### config.mk
export PLATFORM = sky130hd
export DESIGN_NAME = bypass_ctl_reg
export DESIGN_NICKNAME = d
export VERILOG_FILES = /design/src/rtl/bpc_pkg.sv /design/src/rtl/bpc_pin_filter.sv /design/src/rtl/bpc_irq_src.sv /design/src/rtl/bypass_ctl_reg.sv
export SDC_FILE = /design/constraint.sdc
export NUM_CORES = 1
export LEC_CHECK = 0
export BUFFER_PORTS_ARGS = -buffer_cell sky130_fd_sc_hd__clkbuf_2
export CORE_MARGIN = 2
export CORE_UTILIZATION = 40
export CTS_CLUSTER_DIAMETER = 80
export DETAILED_ROUTE_END_ITERATION = 10
export PLACE_DENSITY = 0.72
export SYNTH_ARGS = -nofsm -noshare
export SYNTH_HDL_FRONTEND = slang
export SYNTH_SLANG_ARGS = --single-unit
### constraint.sdc
create_clock -name clk -period 1.25 [get_ports clk]
set_input_delay 0.0625 -clock clk [delete_from_list [all_inputs] [get_ports clk]]
set_output_delay 0.0625 -clock clk [all_outputs]
set_load 0.05 [all_outputs]
### src/rtl/bpc_pkg.sv
package bpc_pkg;

    localparam int BYTE_W = 8;

    // bit positions in the control register
    localparam int BIT_EN = 7;
    localparam int BIT_IE = 6;
    localparam int BIT_FB = 1;
    localparam int BIT_SD = 0;

    typedef struct packed {
        logic en;
        logic ie;
        logic fb;
    } ctl_t;

    typedef struct packed {
        logic fb_lvl;
        logic sd_lvl;
    } pins_t;

    function automatic logic [BYTE_W-1:0] pack_ctl(ctl_t c, pins_t p);
        logic [BYTE_W-1:0] v;
        v = '0;
        v[BIT_EN] = c.en;
        v[BIT_IE] = c.ie;
        v[BIT_FB] = p.fb_lvl;
        v[BIT_SD] = p.sd_lvl;
        return v;
    endfunction

endpackage

### src/rtl/bpc_pin_filter.sv
module bpc_pin_filter #(
    parameter int   FILT_LEN = 4,
    parameter logic RST_LVL  = 1'b1
) (
    input  logic clk,
    input  logic rst,
    input  logic pin,
    output logic lvl
);
    localparam int CW = $clog2(FILT_LEN) + 1;

    logic          s1, s2, filt;
    logic [CW-1:0] cnt;

    always_ff @(posedge clk) begin
        if (rst) begin
            s1   <= RST_LVL;
            s2   <= RST_LVL;
            filt <= RST_LVL;
            cnt  <= '0;
        end else begin
            s1 <= pin;
            s2 <= s1;
            if (s2 != filt) begin
                if (cnt == CW'(FILT_LEN - 1)) begin
                    filt <= s2;
                    cnt  <= '0;
                end else begin
                    cnt <= cnt + 1'b1;
                end
            end else begin
                cnt <= '0;
            end
        end
    end

    assign lvl = filt;

    AST_FILT_AGREES: assert property (@(posedge clk) disable iff (rst)
        !$stable(filt) |-> filt == $past(s2));

endmodule

### src/rtl/bpc_irq_src.sv
module bpc_irq_src #(
    parameter logic [7:0] SRC_CODE = 8'h2E,
    parameter logic       RST_LVL  = 1'b1
) (
    input  logic       clk,
    input  logic       rst,
    input  logic       arm,
    input  logic       lvl,
    input  logic       clr,
    output logic       irq_n,
    output logic [7:0] src
);
    logic prev, pend, hit;

    assign hit = arm && (lvl != prev);

    always_ff @(posedge clk) begin
        if (rst) begin
            prev <= RST_LVL;
            pend <= 1'b0;
            src  <= '0;
        end else begin
            prev <= lvl;
            if (hit) begin
                pend <= 1'b1;
                src  <= SRC_CODE;
            end else if (clr) begin
                pend <= 1'b0;
                src  <= '0;
            end
        end
    end

    assign irq_n = ~pend;

    AST_IRQ_ON_EDGE: assert property (@(posedge clk) disable iff (rst)
        (arm && !$stable(lvl)) |=> !irq_n);
    AST_IRQ_HOLD: assert property (@(posedge clk) disable iff (rst)
        (!irq_n && !clr) |=> !irq_n);
    AST_IRQ_CLEAR: assert property (@(posedge clk) disable iff (rst)
        (!irq_n && clr && !(arm && !$stable(lvl))) |=> (irq_n && src == 8'h00));
    AST_SRC_CODE: assert property (@(posedge clk) disable iff (rst)
        !irq_n |-> src == SRC_CODE);

endmodule

### src/rtl/bypass_ctl_reg.sv
module bypass_ctl_reg
    import bpc_pkg::*;
#(
    parameter logic [7:0] REG_ADDR = 8'h2E,
    parameter logic [7:0] SRC_ADDR = 8'h30,
    parameter int         FILT_LEN = 4
) (
    input  logic       clk,
    input  logic       rst,
    input  logic [7:0] bus_addr,
    input  logic [7:0] bus_wdata,
    input  logic       bus_we,
    input  logic       bus_re,
    output logic [7:0] bus_rdata,
    input  logic       sd_pin,
    input  logic       fb_pin,
    output logic       fb_out,
    output logic       fb_oe,
    output logic       irq_n
);
    ctl_t       ctl_q, ctl_d;
    pins_t      filt;
    logic [1:0] raw, lvl;
    logic [7:0] src;
    logic       wr_hit, src_rd;

    assign raw = {fb_pin, sd_pin};

    for (genvar g = 0; g < 2; g++) begin : g_pin
        bpc_pin_filter #(.FILT_LEN(FILT_LEN), .RST_LVL(1'b1)) i_filt (
            .clk (clk),
            .rst (rst),
            .pin (raw[g]),
            .lvl (lvl[g])
        );
    end

    assign filt.fb_lvl = lvl[1];
    assign filt.sd_lvl = lvl[0];

    assign wr_hit = bus_we && (bus_addr == REG_ADDR);
    assign src_rd = bus_re && (bus_addr == SRC_ADDR);

    always_comb begin
        ctl_d = ctl_q;
        if (wr_hit) begin
            ctl_d.en = bus_wdata[BIT_EN];
            ctl_d.ie = bus_wdata[BIT_IE];
            ctl_d.fb = bus_wdata[BIT_FB];
        end
        // signal loss forces Bypass and blocks host attempts to leave it
        if (ctl_q.en && !filt.sd_lvl)
            ctl_d.fb = 1'b0;
    end

    always_ff @(posedge clk) begin
        if (rst) begin
            ctl_q.en <= 1'b0;
            ctl_q.ie <= 1'b0;
            ctl_q.fb <= 1'b1;
        end else begin
            ctl_q <= ctl_d;
        end
    end

    bpc_irq_src #(.SRC_CODE(REG_ADDR), .RST_LVL(1'b1)) i_irq (
        .clk   (clk),
        .rst   (rst),
        .arm   (ctl_q.en && ctl_q.ie),
        .lvl   (filt.sd_lvl),
        .clr   (src_rd),
        .irq_n (irq_n),
        .src   (src)
    );

    always_comb begin
        if (bus_addr == REG_ADDR)      bus_rdata = pack_ctl(ctl_q, filt);
        else if (bus_addr == SRC_ADDR) bus_rdata = src;
        else                           bus_rdata = '0;
    end

    assign fb_oe  = ctl_q.en;
    assign fb_out = ctl_q.fb;

    AST_FB_CLEARS_ON_LOSS: assert property (@(posedge clk) disable iff (rst)
        (fb_oe && !filt.sd_lvl) |=> !fb_out);
    AST_FB_WRITE_TAKES: assert property (@(posedge clk) disable iff (rst)
        (wr_hit && filt.sd_lvl) |=> fb_out == $past(bus_wdata[BIT_FB]));
    AST_NO_IRQ_DISABLED: assert property (@(posedge clk) disable iff (rst)
        (irq_n && !fb_oe) |=> irq_n);

endmodule

# Yosys cells after proc, flatten, opt, wreduce, memory -nomap -nowiden
# Cells that the tools add are included.
[word_totals]
reg_bits = 21
in_bits = 22
[op_classes]
addsub = 2
eq_ne = 7
mux = 8
bitwise = 3
n_reduce_logical = 12
[ops]
columns = ["op", "n"]
rows = [
  ["$mux W6", 3],
  ["$eq A8 B6 Y1 const B", 2],
  ["$mux W8", 1],
  ["$add A3 B1 Y3 const B", 2],
  ["$eq A3 B2 Y1 const B", 2],
  ["$reduce_or A3 Y1", 2],
  ["$logic_and A1 B1 Y1", 5],
  ["$mux W1", 4],
  ["$reduce_and A2 Y1", 2],
  ["$reduce_bool A2 Y1", 2],
  ["$ne A1 B1 Y1", 3],
  ["$not A1 Y1", 3],
  ["$logic_not A1 Y1", 1],
]

# Depth between registers and ports, before layout
[logic_depth]
ltp_word = 4
depth_mapped = 4
ltp_nobuf = 4

# By module
# From an unflattened synthesis, not the netlist that was laid out.
[unflattened]
hier_cells = 87
hier_area_um2 = 853.3
[modules_own_cells]
columns = ["module", "instances", "cells_each", "area_per_inst_um2", "seq_area_each_um2"]
rows = [
  ["bpc_pin_filter", 2, 17, 214.0, 120.1],
  ["bypass_ctl_reg", 1, 37, 287.8, 60.1],
  ["bpc_irq_src", 1, 16, 137.6, 40.0],
]

# Worst setup path after synthesis
# No wires, ideal clock.
[synth_timing]
kind = "input -> output"
start = "in bus_addr[0]"
end = "out bus_rdata[3]"
arrival_ns = 1.670
t_required_ns = 1.188
path_slack_ns = -0.483
cell_stages = 3
path_cell_list = "or4b_4 -> nor3_2 -> buf_4"
[synth_between]
elab_chain_cells = 3
elab_cells_between_ends = 4
cone_classes = "eq/ne: 2; mux: 2"
[synth_rtl]
columns = ["element", "line_no", "rtl"]
rows = [
  ["start, declared", "bypass_ctl_reg.sv:10", "input logic [7:0] bus_addr,"],
  ["$eq A8 B6 Y1", "bypass_ctl_reg.sv:78", "else if (bus_addr == SRC_ADDR) bus_rdata = src;"],
  ["$mux W6", "bypass_ctl_reg.sv:78", ""],
  ["$mux W8 *", "bypass_ctl_reg.sv:77", "if (bus_addr == REG_ADDR) bus_rdata = pack_ctl(ctl_q, filt);"],
  ["end, declared", "bypass_ctl_reg.sv:14", "output logic [7:0] bus_rdata,"],
]
# Every way passes the cells marked *; elsewhere a longest branch is shown, timed or not.

# Final worst setup path
[layout_timing]
start = "in bus_addr[7]"
end = "out bus_rdata[3]"
# Same word-level chain as after synthesis.

==> flow_metrics.env <==
export IMPL_cp_max_fo=3
export IMPL_crit_start="bus_addr[7]"
export IMPL_end_kind="output port"
export IMPL_r2r_end="g_pin[1].i_filt.cnt[2]"
export IMPL_r2r_setup_slack_ps=60
export IMPL_powerDensity_mw_per_mm2=836
export IMPL_yosysWarnings=0
export IMPL_synth_seq_cells=17
export IMPL_critPathSlowestCell="or4b_4"
export IMPL_max_clock_freq_mhz=784
export IMPL_drt_first_pass_iters=2
export IMPL_criticalPathCategory="input port to output port"
export IMPL_timing_critical_path_cells="clkbuf_2 > or4b_4 > nor3_4 > clkbuf_8"
export IMPL_rows=15
export IMPL_num_nets_final=140
export IMPL_grt_max_degree=10
export IMPL_cp_slowest_stage_delay_ps=540
export IMPL_yosys_area_share_adder=0.0659
export IMPL_dpl_cell_area_sq_um=932
export IMPL_syn_num_nets=104
export IMPL_netlist_area_sq_um=759
export IMPL_vias=625
export IMPL_synthMuxAreaShare=0.0527
export IMPL_antenna_cells=0
export IMPL_htreeDepth=1
export IMPL_crit_path_start_kind="input port"
export IMPL_synth_compound_area_share=0.0362
export IMPL_fin_skew_ps=0.523
export IMPL_status="finished with violations"
export IMPL_timing_final_ws_setup_ps=-25.1
export IMPL_post_route_period_util=1.02
export IMPL_design_area_sq_mm=0.00110
export IMPL_grt_pass1_wl_mm=2.04
export IMPL_holdCritPathClass="input port to flop"
export IMPL_ff2ff_path_depth=4
export IMPL_crit_required_ps=1190
export IMPL_die_y_um=47.6
export IMPL_drive_gt1_frac=0.522
export IMPL_die_w_um=47.6
export IMPL_drt_vias_per_instance=4.53
export IMPL_grt_util_all_layers=0.134
export IMPL_synth_top_family_by_area="simple AND/OR/NAND/NOR gates"
export IMPL_dieArea_sq_mm=0.00226
export IMPL_area_delta_synth_final_pct=44.6
export IMPL_layout_cells_non_filler=138
export IMPL_wire_per_inst_um=10.0
export IMPL_synth_area_per_cell_sq_um=9.74
export IMPL_io_pins=33
export IMPL_setup_viol=3
export IMPL_critPathArrivalTime_ps=1210
export IMPL_finalSetupTns_ps=-70.8
export IMPL_root_buffer="clkbuf_4"
export IMPL_clockBufferDepth=2
export IMPL_slew_violations=0
export IMPL_cts_tree="done"
export IMPL_yosysSeqAreaShare=0.448
export IMPL_clock_latency_ps=280
export IMPL_grt_pass1_vias=550
export IMPL_final_min_clock_period_ps=1280
export IMPL_path_clk_slew_ps=90
export IMPL_wirelength_mm=1.38
export IMPL_placed_cells=128
export IMPL_io_buffers=26
export IMPL_clkSinkCount=17
export IMPL_hpwlAfterDp_mm=1.04
export IMPL_ant_nets=0
export IMPL_max_vdd_ir_drop_mv=0.726
export IMPL_antenna_found_initial=0
export IMPL_synthCells=78
export IMPL_max_cap_viol_count=0
export IMPL_failed_checks="setup timing"
export IMPL_synthXorXnorAreaFrac=0.0346
export IMPL_synth_simple_area_share=0.292
export IMPL_p_leak_nw=0.471
export IMPL_drc=0
export IMPL_numCtsBuffers=3
export IMPL_hold_viol=0
export IMPL_worstReg2RegStart="g_pin[1].i_filt.cnt[0]"
export IMPL_grt_overflow_total=0
export IMPL_drtIter0Drc=5
export IMPL_rsz0062_at_grt="yes"
export IMPL_start_util=0.430
export IMPL_coreArea_sq_mm=0.00176
export IMPL_gp_congestion=0.674
export IMPL_crit_end="bus_rdata[3]"
export IMPL_yosysUniqueCellTypes=27
-- cell families (layout without fill, tap and decap cells) --
kind of cell | count (synthesis) | after routing
buffers and inverters | 10 | 45
DFF | 17 | 17
adders and majority gates | 4 | 4
muxes | 4 | 4
xor gates and xnor gates | 3 | 3
AOI/OAI and AO/OA | 4 | 4
and+or+nand+nor | 35 | 35
other | 1 | 1
-- worst max-delay path: cells and delay by family --
kind | cells | cell delay [ps]
simple gates | 2 | 800
buf+inv | 2 | 340
-- metrics by stage --
step                      total power, mW  utilization  hold slack (ps)  setup WS (ps)
after floorplan                     0.602            -              166           -157
after global placement              0.636        0.528              246           11.7
after detailed placement            0.639        0.528              249          -29.1
after CTS                           0.933        0.595             76.5          -28.4
after global routing                0.970        0.623             76.9          -51.2
final                               0.918        0.623             76.4          -25.1
-- how the worst min path moves through the flow --
stage                               endpoint  cells past startpoint   start
after CTS                         i_irq.prev                      2     rst
final                             i_irq.prev                      2     rst
after global placement    g_pin[1].i_filt.s1                      2  fb_pin
after global routing      g_pin[0].i_filt.s2                      2     rst
after floorplan           g_pin[0].i_filt.s1                      1  sd_pin
after detailed placement  g_pin[1].i_filt.s1                      2  fb_pin
-- final cells by class --
class	count	area (sq um)
clock buffers	4	26.3
fillers	171	666
flip-flops and latches	17	344
inverters	6	22.5
repair buffers	35	244
well taps	25	31.3
multi-input cells	51	430
-- Yosys cell counts --
| library cell | instances | area, sq um |
|---|---|---|
| nand2b_1 | 1 | 6.26 |
| a21oi_1 | 1 | 5.00 |
| a31oi_1 | 1 | 6.26 |
| buf_4 | 3 | 22.5 |
| and3_4 | 1 | 11.3 |
| mux2i_1 | 4 | 40.0 |
| or2_2 | 5 | 31.3 |
| nor3_2 | 1 | 10.0 |
| nand2_1 | 10 | 37.5 |
| and4b_1 | 1 | 10.0 |
| nor4b_1 | 1 | 8.76 |
| or4b_4 | 1 | 13.8 |
| o21a_1 | 1 | 7.51 |
| and3_1 | 1 | 6.26 |
| and3_2 | 3 | 22.5 |
| dfxtp_1 | 17 | 340 |
| xor2_1 | 1 | 8.76 |
| xnor2_1 | 2 | 17.5 |
| inv_1 | 6 | 22.5 |
| o221ai_1 | 1 | 8.76 |
| buf_2 | 1 | 5.00 |
| ha_1 | 4 | 50.1 |
| or3_1 | 2 | 12.5 |
| nor2_1 | 6 | 22.5 |
| conb_1 | 1 | 3.75 |
| nand3_1 | 1 | 5.00 |
| nor4b_4 | 1 | 23.8 |
-- sequential cells by signal, summed over array words and instances (netlist names) --
| signal | flops |
|---|---|
| ctl_q | 1 |
| fb_oe | 1 |
| fb_out | 1 |
| g_pin.i_filt.cnt | 6 |
| g_pin.i_filt.lvl | 2 |
| g_pin.i_filt.s1 | 2 |
| g_pin.i_filt.s2 | 2 |
| i_irq.prev | 1 |
| i_irq.src | 1 |
-- power breakdown --
part,internal (mW),switching [mW],total (mW),leakage [nW]
sequential,0.550,0.00368,0.553,0.139
clock,0.124,0.152,0.276,0.0150
combinational,0.0480,0.0415,0.0895,0.317
-- per-layer routing --
metal | routed length, um | up-vias | GRT usage
met2 | 758 | 22 | 0.259
met5 | 0 | - | 0
li1 | - | 326 | -
met4 | 0 | 0 | 0.0649
met1 | 545 | 277 | 0.122
met3 | 76 | 0 | 0.0453
-- cell usage in the layout, fill, tap and decap left out, types with 2 or more instances in the layout --
| cell type | netlist | layout |
|---|---|---|
| nor2_1 | 6 | 3 |
| xnor2_1 | 2 | 2 |
| clkbuf_8 | 0 | 3 |
| clkbuf_4 | 0 | 6 |
| clkbuf_2 | 0 | 19 |
| dlygate4sd3_1 | 0 | 4 |
| buf_4 | 3 | 6 |
| mux2i_1 | 4 | 4 |
| inv_1 | 6 | 6 |
| or2_2 | 5 | 5 |
| or3_4 | 0 | 2 |
| nor2_2 | 0 | 3 |
| and3_2 | 3 | 3 |
| dfxtp_1 | 17 | 14 |
| nand2_1 | 10 | 10 |
| dfxtp_2 | 0 | 3 |
| ha_4 | 0 | 2 |
-- timing repair --
action | 4_1_cts | 5_1_grt
pin swaps | 3 | 4
setup buffers | 0 | 2
cloned | 0 | 0
endpoints found under the hold margin | 4 | 0
hold buffers | 4 | 0
setup endpoints to repair | 12 | 12
gates resized for setup | 15 | 10
Power figures use the tool's default switching activity.
